===== config.mk =====
export PLATFORM = sky130hd
export DESIGN_NAME = smbreg_top
export DESIGN_NICKNAME = d
export VERILOG_FILES = /design/src/rtl/smbreg_pkg.sv /design/src/rtl/smbreg_sync.sv /design/src/rtl/smbreg_regfile.sv /design/src/rtl/smbreg_ctrl.sv /design/src/rtl/smbreg_top.sv
export SDC_FILE = /design/constraint.sdc
export NUM_CORES = 1
export LEC_CHECK = 0
export BUFFER_PORTS_ARGS = -buffer_cell sky130_fd_sc_hd__buf_2
export CAP_MARGIN = 30
export CORE_AREA = 2 2 156 173
export DETAILED_ROUTE_END_ITERATION = 10
export DIE_AREA = 0 0 158 175
export PLACE_DENSITY_LB_ADDON = 0.2
export SLEW_MARGIN = 5
export SYNTH_ARGS = -nofsm -noshare
export SYNTH_HDL_FRONTEND = slang
export SYNTH_HIERARCHICAL = 1
export SYNTH_SLANG_ARGS = --single-unit

===== constraint.sdc =====
create_clock -name clk_i -period 8.1 [get_ports clk_i]
set_input_delay 1.62 -clock clk_i [delete_from_list [all_inputs] [get_ports clk_i]]
set_output_delay 1.62 -clock clk_i [all_outputs]
set_load 0.005 [all_outputs]

===== src/rtl/smbreg_pkg.sv =====
package smbreg_pkg;
  localparam int BYTE_W = 8;

  typedef enum logic [2:0] {
    ST_IDLE, ST_RX, ST_RXACK, ST_TX, ST_TXACK, ST_SKIP
  } st_e;

  typedef enum logic [1:0] {
    FLD_ADDR, FLD_OFFS, FLD_CNT, FLD_DATA
  } fld_e;
endpackage


===== src/rtl/smbreg_sync.sv =====
module smbreg_sync #(
  parameter int STAGES = 2
) (
  input  logic clk_i,
  input  logic rst_ni,
  input  logic scl_i,
  input  logic sda_i,
  output logic scl_o,
  output logic sda_o,
  output logic scl_rise_o,
  output logic scl_fall_o,
  output logic start_o,
  output logic stop_o
);
  logic [1:0] sh_q [STAGES];
  logic [1:0] prev_q;
  logic [1:0] cur;

  always_ff @(posedge clk_i or negedge rst_ni) begin
    if (!rst_ni) begin
      for (int i = 0; i < STAGES; i++) sh_q[i] <= 2'b11;
      prev_q <= 2'b11;
    end else begin
      sh_q[0] <= {scl_i, sda_i};
      for (int i = 1; i < STAGES; i++) sh_q[i] <= sh_q[i-1];
      prev_q <= sh_q[STAGES-1];
    end
  end

  assign cur        = sh_q[STAGES-1];
  assign scl_o      = cur[1];
  assign sda_o      = cur[0];
  assign scl_rise_o = cur[1] & ~prev_q[1];
  assign scl_fall_o = ~cur[1] & prev_q[1];
  // SDA edge while SCL stays high
  assign start_o    = cur[1] & prev_q[1] & prev_q[0] & ~cur[0];
  assign stop_o     = cur[1] & prev_q[1] & ~prev_q[0] & cur[0];
endmodule


===== src/rtl/smbreg_regfile.sv =====
module smbreg_regfile #(
  parameter int NREG = 32,
  parameter int AW   = 5,
  parameter int DW   = 8
) (
  input  logic          clk_i,
  input  logic          rst_ni,
  input  logic          we_i,
  input  logic [AW-1:0] waddr_i,
  input  logic [DW-1:0] wdata_i,
  input  logic [AW-1:0] raddr_a_i,
  output logic [DW-1:0] rdata_a_o,
  input  logic [AW-1:0] raddr_b_i,
  output logic [DW-1:0] rdata_b_o
);
  logic [DW-1:0] mem_q [NREG];

  always_ff @(posedge clk_i or negedge rst_ni) begin
    if (!rst_ni) begin
      for (int i = 0; i < NREG; i++) mem_q[i] <= '0;
    end else if (we_i) begin
      mem_q[waddr_i] <= wdata_i;
    end
  end

  assign rdata_a_o = mem_q[raddr_a_i];
  assign rdata_b_o = mem_q[raddr_b_i];
endmodule


===== src/rtl/smbreg_ctrl.sv =====
module smbreg_ctrl
  import smbreg_pkg::*;
#(
  parameter int                AW      = 5,
  parameter logic [BYTE_W-1:0] WR_BYTE = 8'hD2,
  parameter logic [BYTE_W-1:0] RD_BYTE = 8'hD3,
  parameter logic [BYTE_W-1:0] CNT_RST = 8'd8
) (
  input  logic              clk_i,
  input  logic              rst_ni,
  input  logic              scl_rise_i,
  input  logic              scl_fall_i,
  input  logic              start_i,
  input  logic              stop_i,
  input  logic              sda_i,
  input  logic [BYTE_W-1:0] rdata_i,
  output logic              sda_oe_o,
  output logic              we_o,
  output logic [AW-1:0]     ptr_o,
  output logic [BYTE_W-1:0] wdata_o,
  output logic [BYTE_W-1:0] cnt_o
);
  st_e               st_q;
  fld_e              fld_q;
  logic [3:0]        bit_q;
  logic [BYTE_W-1:0] sh_q, rem_q, cnt_q;
  logic [AW-1:0]     ptr_q;
  logic              rd_q, mack_q;
  logic              byte_end;

  assign byte_end = scl_fall_i && (bit_q == 4'd8);
  assign we_o     = (st_q == ST_RX) && byte_end && (fld_q == FLD_DATA) && (rem_q != '0);
  assign wdata_o  = sh_q;
  assign ptr_o    = ptr_q;
  assign cnt_o    = cnt_q;
  assign sda_oe_o = (st_q == ST_RXACK) || ((st_q == ST_TX) && !sh_q[BYTE_W-1]);

  always_ff @(posedge clk_i or negedge rst_ni) begin
    if (!rst_ni) begin
      st_q   <= ST_IDLE;
      fld_q  <= FLD_ADDR;
      bit_q  <= '0;
      sh_q   <= '0;
      rem_q  <= '0;
      cnt_q  <= CNT_RST;
      ptr_q  <= '0;
      rd_q   <= 1'b0;
      mack_q <= 1'b0;
    end else if (start_i) begin
      st_q  <= ST_RX;
      fld_q <= FLD_ADDR;
      bit_q <= '0;
    end else if (stop_i) begin
      st_q <= ST_IDLE;
    end else begin
      unique case (st_q)
        ST_RX: begin
          if (scl_rise_i) begin
            sh_q  <= {sh_q[BYTE_W-2:0], sda_i};
            bit_q <= bit_q + 4'd1;
          end else if (byte_end) begin
            st_q <= ST_RXACK;
            unique case (fld_q)
              FLD_ADDR: begin
                if (sh_q == WR_BYTE) begin
                  fld_q <= FLD_OFFS;
                  rd_q  <= 1'b0;
                end else if (sh_q == RD_BYTE) begin
                  rd_q <= 1'b1;
                end else begin
                  st_q <= ST_SKIP;
                end
              end
              FLD_OFFS: begin
                ptr_q <= sh_q[AW-1:0];
                fld_q <= FLD_CNT;
              end
              FLD_CNT: begin
                if (sh_q == '0) begin
                  st_q <= ST_SKIP;
                end else begin
                  rem_q <= sh_q;
                  cnt_q <= sh_q;
                  fld_q <= FLD_DATA;
                end
              end
              default: begin
                if (rem_q != '0) begin
                  ptr_q <= ptr_q + 1'b1;
                  rem_q <= rem_q - 1'b1;
                end else begin
                  st_q <= ST_SKIP;
                end
              end
            endcase
          end
        end
        ST_RXACK: begin
          if (scl_fall_i) begin
            bit_q <= '0;
            if (rd_q) begin
              st_q <= ST_TX;
              sh_q <= cnt_q;
              rd_q <= 1'b0;
            end else begin
              st_q <= ST_RX;
            end
          end
        end
        ST_TX: begin
          if (scl_rise_i) begin
            bit_q <= bit_q + 4'd1;
          end else if (byte_end) begin
            st_q <= ST_TXACK;
          end else if (scl_fall_i) begin
            sh_q <= {sh_q[BYTE_W-2:0], 1'b1};
          end
        end
        ST_TXACK: begin
          if (scl_rise_i) begin
            mack_q <= ~sda_i;
          end else if (scl_fall_i) begin
            if (mack_q) begin
              st_q  <= ST_TX;
              sh_q  <= rdata_i;
              ptr_q <= ptr_q + 1'b1;
              bit_q <= '0;
            end else begin
              st_q <= ST_SKIP;
            end
          end
        end
        default: ;
      endcase
    end
  end
endmodule


===== src/rtl/smbreg_top.sv =====
module smbreg_top
  import smbreg_pkg::*;
#(
  parameter int         NREG        = 32,
  parameter int         SYNC_STAGES = 2,
  parameter logic [6:0] DEV_ADDR    = 7'h69,
  parameter logic [7:0] CNT_RST     = 8'd8,
  localparam int        AW          = $clog2(NREG)
) (
  input  logic              clk_i,
  input  logic              rst_ni,
  input  logic              scl_i,
  input  logic              sda_i,
  output logic              sda_oe_o,
  input  logic [AW-1:0]     pp_addr_i,
  output logic [BYTE_W-1:0] pp_data_o
);
  localparam logic [7:0] WR_BYTE = {DEV_ADDR, 1'b0};
  localparam logic [7:0] RD_BYTE = {DEV_ADDR, 1'b1};

  logic              scl_s, sda_s, scl_rise, scl_fall, start_det, stop_det;
  logic              we;
  logic [AW-1:0]     ptr;
  logic [BYTE_W-1:0] wdata, bus_rdata, cnt;

  smbreg_sync #(.STAGES(SYNC_STAGES)) u_sync (
    .clk_i      (clk_i),
    .rst_ni     (rst_ni),
    .scl_i      (scl_i),
    .sda_i      (sda_i),
    .scl_o      (scl_s),
    .sda_o      (sda_s),
    .scl_rise_o (scl_rise),
    .scl_fall_o (scl_fall),
    .start_o    (start_det),
    .stop_o     (stop_det)
  );

  smbreg_ctrl #(
    .AW      (AW),
    .WR_BYTE (WR_BYTE),
    .RD_BYTE (RD_BYTE),
    .CNT_RST (CNT_RST)
  ) u_ctrl (
    .clk_i      (clk_i),
    .rst_ni     (rst_ni),
    .scl_rise_i (scl_rise),
    .scl_fall_i (scl_fall),
    .start_i    (start_det),
    .stop_i     (stop_det),
    .sda_i      (sda_s),
    .rdata_i    (bus_rdata),
    .sda_oe_o   (sda_oe_o),
    .we_o       (we),
    .ptr_o      (ptr),
    .wdata_o    (wdata),
    .cnt_o      (cnt)
  );

  smbreg_regfile #(.NREG(NREG), .AW(AW), .DW(BYTE_W)) u_regs (
    .clk_i     (clk_i),
    .rst_ni    (rst_ni),
    .we_i      (we),
    .waddr_i   (ptr),
    .wdata_i   (wdata),
    .raddr_a_i (ptr),
    .rdata_a_o (bus_rdata),
    .raddr_b_i (pp_addr_i),
    .rdata_b_o (pp_data_o)
  );
endmodule


# Word level (Yosys, flattened, before mapping)
# Index checks and enable logic that the tools add are counted.
op_classes:
  order_cmp: 3
  eq_ne: 42
  muxes: 70
  n_reduce_logical: 32
  bitwise: 18
  addsub: 3
op_table:
  columns: ["op", "count"]
  rows:
  - ["$bwmux W256", 1]
  - ["$mux W8", 16]
  - ["$bmux W8 S5", 2]
  - ["$mux W3", 14]
  - ["$demux W8 S5", 1]
  - ["$pmux W8 S4", 1]
  - ["$mux W5", 6]
  - ["$mux W4", 7]
  - ["$reduce_and A8 Y1", 3]
  - ["$reduce_and A7 Y1", 3]
  - ["$pmux W5 S2", 2]
  - ["$ne A2 B2 Y1 const B", 9]
  - ["$eq A8 B8 Y1 const B", 2]
  - ["$mux W2", 8]
  - ["$ne A4 B3 Y1 const B", 4]
  - ["$pmux W8 S2", 1]
  - ["$ne A2 B1 Y1 const B", 7]
  - ["$ge A6 B6 Y1 const B", 2]
  - ["$ne A3 B2 Y1 const B", 4]
  - ["$ne A3 B3 Y1 const B", 4]
  - ["$ne A4 B4 Y1 const B", 3]
  - ["$not A5 Y6", 2]
  - ["$pmux W3 S4", 1]
  - ["$pmux W4 S3", 1]
  - ["30 further kinds", 64]
word_totals:
  out_inout_bits: 9
  input_bits: 9
  regBits: 302
  elab_cells: 212

# Logic depth before layout (Yosys ltp)
depth:
  word_depth: 9
  ltp_mapped: 10
  depth_no_buf: 8

# Cells and area by module
# Netlist, hierarchy kept.
by_module_without_submodules:
  columns: ["module", "seq_area_each_um2", "instances", "cells_each", "area_each_um2"]
  rows:
  - ["smbreg_regfile", 6406.1, 1, 806, 13643.1]
  - ["smbreg_ctrl", 1002.2, 1, 304, 2735.1]
  - ["smbreg_sync", 157.7, 1, 10, 190.2]

# Worst setup path after synthesis
# No wires, ideal clock.
synth_path:
  path_type: "input to output"
  from: "input pp_addr_i[2]"
  to: "output pp_data_o[0]"
  n_path_buf: 2
  slack_ps: 3159
  required_time_ps: 6480
  arrival_ps: 3321
  stages: 5
  path_cell_list: "clkbuf_1 buf_1 mux4_2 mux4_2 mux2_2"
synth_between:
  elab_chain_cells: 4
synth_lines:
  columns: ["item", "line", "source"]
  rows:
  - ["start: declaration", "smbreg_top.sv:15", "input logic [AW-1:0] pp_addr_i,"]
  - ["$not A5 Y6 (implied by the code)", "smbreg_regfile.sv:27", "assign rdata_b_o = mem_q[raddr_b_i];"]
  - ["$bmux W8 S5", "smbreg_regfile.sv:27", null]
  - ["$mux W8 (implied by the code) (2 in series)", "smbreg_regfile.sv:27", null]
  - ["end: declaration", "smbreg_top.sv:16", "output logic [BYTE_W-1:0] pp_data_o"]
# No other way between the ends. The select of a mux whose other input is x is not followed.

# Final worst setup path
layout_path:
  from: "input pp_addr_i[1]"
  to: "output pp_data_o[3]"
# Same word-level chain as after synthesis.

==> impl_metrics.csv <==
group,metric,value,unit
critical_path,critPathLaunchType,"primary input",
clocking,cts_buffers,34,
outcome,status,"complete, no violations",
floorplan,die_h,175,um
clocking,clk_pin_slew,50,ps
clocking,cts_tree,"built",
synth,synth-seq-cells,302,
placement,dpl_cell_area,16900,sq um
finish,final_cells,1483,
synth,synth_nets,1139,
synth,synthArstFlopShare,1.00,
power_and_ir_drop,power_density,227,nW/um^2
synth,syn_avg_cell_area,14.8,sq um
grt,track_usage,0.305,
timing,rsz0062_at_grt,"false",
synth,synth-main-ff-cell,"dfrtp_1",
critical_path,reg2reg_depth,9,
synth,synth_edf_count,0,
detailed_routing,drtIter0Drc,916,
timing,finalSetupViolCount,0,
timing,fin_skew,20.4,ps
critical_path,crit_path_max_incr_delay,620,ps
min_path,min_path_type,"flip-flop to flip-flop",
power_and_ir_drop,leakage,8.23,nW
clocking,htreeDepth,2,
detailed_routing,wl_per_cell,26.8,um
critical_path,path_cells,"buf_4 > buf_4 > mux4_2 > mux4_2 > mux2_2 > buf_2",
detailed_routing,drc,0,
grt,grt_pass1_wl,63300,um
critical_path,critPathMaxFanout,41,
placement,port_buffers,17,
timing,finalSetupTns,0,ps
critical_path,critPathKind,"primary input to output port",
timing,finalMaxSlewViolations,0,
finish,drive_gt1_frac,0.508,
critical_path,critical_path_arrival,4310,ps
placement,gp_congestion,0.881,
synth,yosysWarnings,6,
timing,max_slew_margin,0.300,
synth,synth_cell_types,59,
timing,max_freq,0.169,GHz
min_path,hold_depth,0,
synth,synth_area,16600,sq um
clocking,cts_sinks,302,
detailed_routing,ant_nets,0,
finish,syn_to_final_growth,9.88,%
synth,yosysTopAreaCellShare,0.446,
critical_path,startpoint,"pp_addr_i[1]",
detailed_routing,drt_wl_total,39800,um
floorplan,fp.dieW,158,um
clocking,cts_resized,0,
timing,tightest_slew,1050,ps
detailed_routing,firstDrtPassIters,5,
critical_path,rrSetupSlack,4440,ps
min_path,min_from,"u_sync/sh_q[2]",
detailed_routing,vias,10292,
power_and_ir_drop,peakVddDrop,0.000198,V
synth,synth_area_leader_cell,"dfrtp_1",
floorplan,io_pins,18,
detailed_routing,viasPerCell,6.94,
clocking,post_cts_buffers,0,
synth,synth.area.top_cells,"dfrtp_1 (45%), mux4_2 (22%), mux2_2 (20%)",
grt,antenna_found_initial,0,
floorplan,rows,62,
critical_path,endpoint_kind,"output port",
timing,hold_violations,0,
placement,placed_cells,1420,
clocking,cts-root-buf,"clkbuf_16",
grt,gr-total-overflow,0,
grt,grt_max_degree,176,
clocking,worstSkewPairLatency,530,ps
timing,fin_crit,5930,ps
timing,post-route-period-util,0.732,
critical_path,cpMaxStageDelayCell,"buf_4",
synth,synth_xor_area_frac,0,
critical_path,reg2reg_from,"u_ctrl/ptr_o[1]",
finish,final_nets,1124,
run,maxCapViolCount,0,
floorplan,die_area,27700,sq um
synth,synth_compound_area_frac,0.0386,
finish,stdcell_area,18200,sq um
synth,synthMuxAreaShare,0.419,
synth,synth_adder_area_share,0.00755,
synth,ys_seq_area_frac,0.457,
synth,synth_top_family_by_area,"multiplexers",
finish,antenna_cells,0,
clocking,postCtsHoldBufs,0,
clocking,clockBufferDepth,3,
floorplan,initial_utilization,0.639,
synth,synth_cells,1120,
critical_path,required,6480,ps
synth,synth-simple-area-share,0.0496,
grt,grt_pass1_vias,10612,
placement,dp_hpwl,25500,um
floorplan,core-area,25900,sq um
## cells in the final DEF (no fill, tap or decap), types with 3 or more instances in the layout
master       n
nand3_1      8
nor2_1      39
o21ai_0     10
clkbuf_1     5
nor2_2       4
mux2i_1      7
mux4_2     160
buf_2       15
nand2b_1     4
buf_6        3
nor2b_1      3
bufinv_16    8
ha_1        10
nor3b_1      5
o22ai_1     18
inv_1       13
a21oi_1     29
or2_2        5
mux2_2     291
nand2_1     40
nor3_1       7
dfstp_2      7
nand3b_1     7
and3b_1      3
clkbuf_16   34
o22a_1      11
clkbuf_8     6
buf_4       16
or3b_2       3
and3_1       5
clkinv_2     4
dfrtp_1    293
nor4_1       4
a31oi_1      5
## flip-flops by register name, summed over array words and instances (netlist names)
| signal | flops |
|---|---|
| u_ctrl/bit_q | 4 |
| u_ctrl/rd_q | 1 |
| u_sync/prev_q | 2 |
| u_ctrl/ptr_o | 5 |
| u_sync/cur | 2 |
| u_sync/sh_q | 2 |
| u_ctrl/fld_q | 2 |
| u_regs/mem_q | 256 |
| u_ctrl/mack_q | 1 |
| u_ctrl/st_q | 3 |
| u_ctrl/rem_q | 8 |
| u_ctrl/wdata_o | 8 |
| u_ctrl/cnt_o | 8 |
## per-layer routing
metal	GRT usage	vias to the layer above	wire, um
li1	-	4342	-
met1	0.452	5428	16700
met2	0.458	421	18800
met3	0.0523	101	2540
met4	0.122	0	1750
met5	0	-	0
## where the power goes
group	switching (mW)	internal (mW)	total, mW	leakage, nW
registers	0.101	1.55	1.65	4.17
clock network	0.629	1.09	1.72	0.617
logic	0.492	0.278	0.770	3.44
## worst max-delay path, delay by kind of cell
kind	cells	cell delay, ps
buffers and inverters	3	1290
multiplexers	3	1360
## kinds of logic after synthesis
logic type / after synthesis
AOI/OAI and AO/OA: 93
adders and majority gates: 10
buffers and inverters: 104
DFF: 302
muxes: 458
and+or+nand+nor: 153
## per-stage QoR
stage / utilization / power [mW] / hold WS (ps) / setup WS, ps
floorplan: - / 2.21 / 345 / 3160
global placement: 0.649 / 2.42 / 346 / 2190
detailed placement: 0.653 / 2.44 / 348 / 2100
CTS: 0.702 / 4.16 / 356 / 2090
global route: 0.703 / 4.31 / 358 / 1970
finish: 0.703 / 4.14 / 355 / 2170
## area by class of cell
cell class              instances  area (sq um)
inverters                      14          52.6
clock buffers                  45           952
flip-flops and latches        302          7570
multi-input cells             714          8540
clock inverters                17           310
repair buffers                 39           339
well taps                     352           440
fillers                      1724          7700
## path summary, 6_finish.rpt
path	to
max	pp_data_o[3]
min	u_sync/cur[0]
max reg2reg	u_ctrl/wdata_o[0]
min reg2reg	u_sync/cur[0]
max in group asynchronous	u_regs/mem_q[11]
min in group asynchronous	u_ctrl/bit_q[0]
## cell usage after synthesis, drive strengths merged (2+ instances only)
cell	instances
a21oi	29
a31oi	5
and3	5
and3b	3
and4b	2
buf	37
clkbuf	53
dfrtp	295
dfstp	7
ha	10
inv	13
mux2	291
mux2i	7
mux4	160
nand2	40
nand2b	4
nand3	8
nand3b	7
nand4	2
nor2	43
nor2b	3
nor3	7
nor3b	5
nor4	4
nor4b	3
o2111ai	2
o211ai	2
o21ai	10
o21bai	2
o22a	11
o22ai	18
o32ai	2
o41ai	2
or2	5
or3	2
or3b	3
or4	3
(Power assumes the default switching activity.)
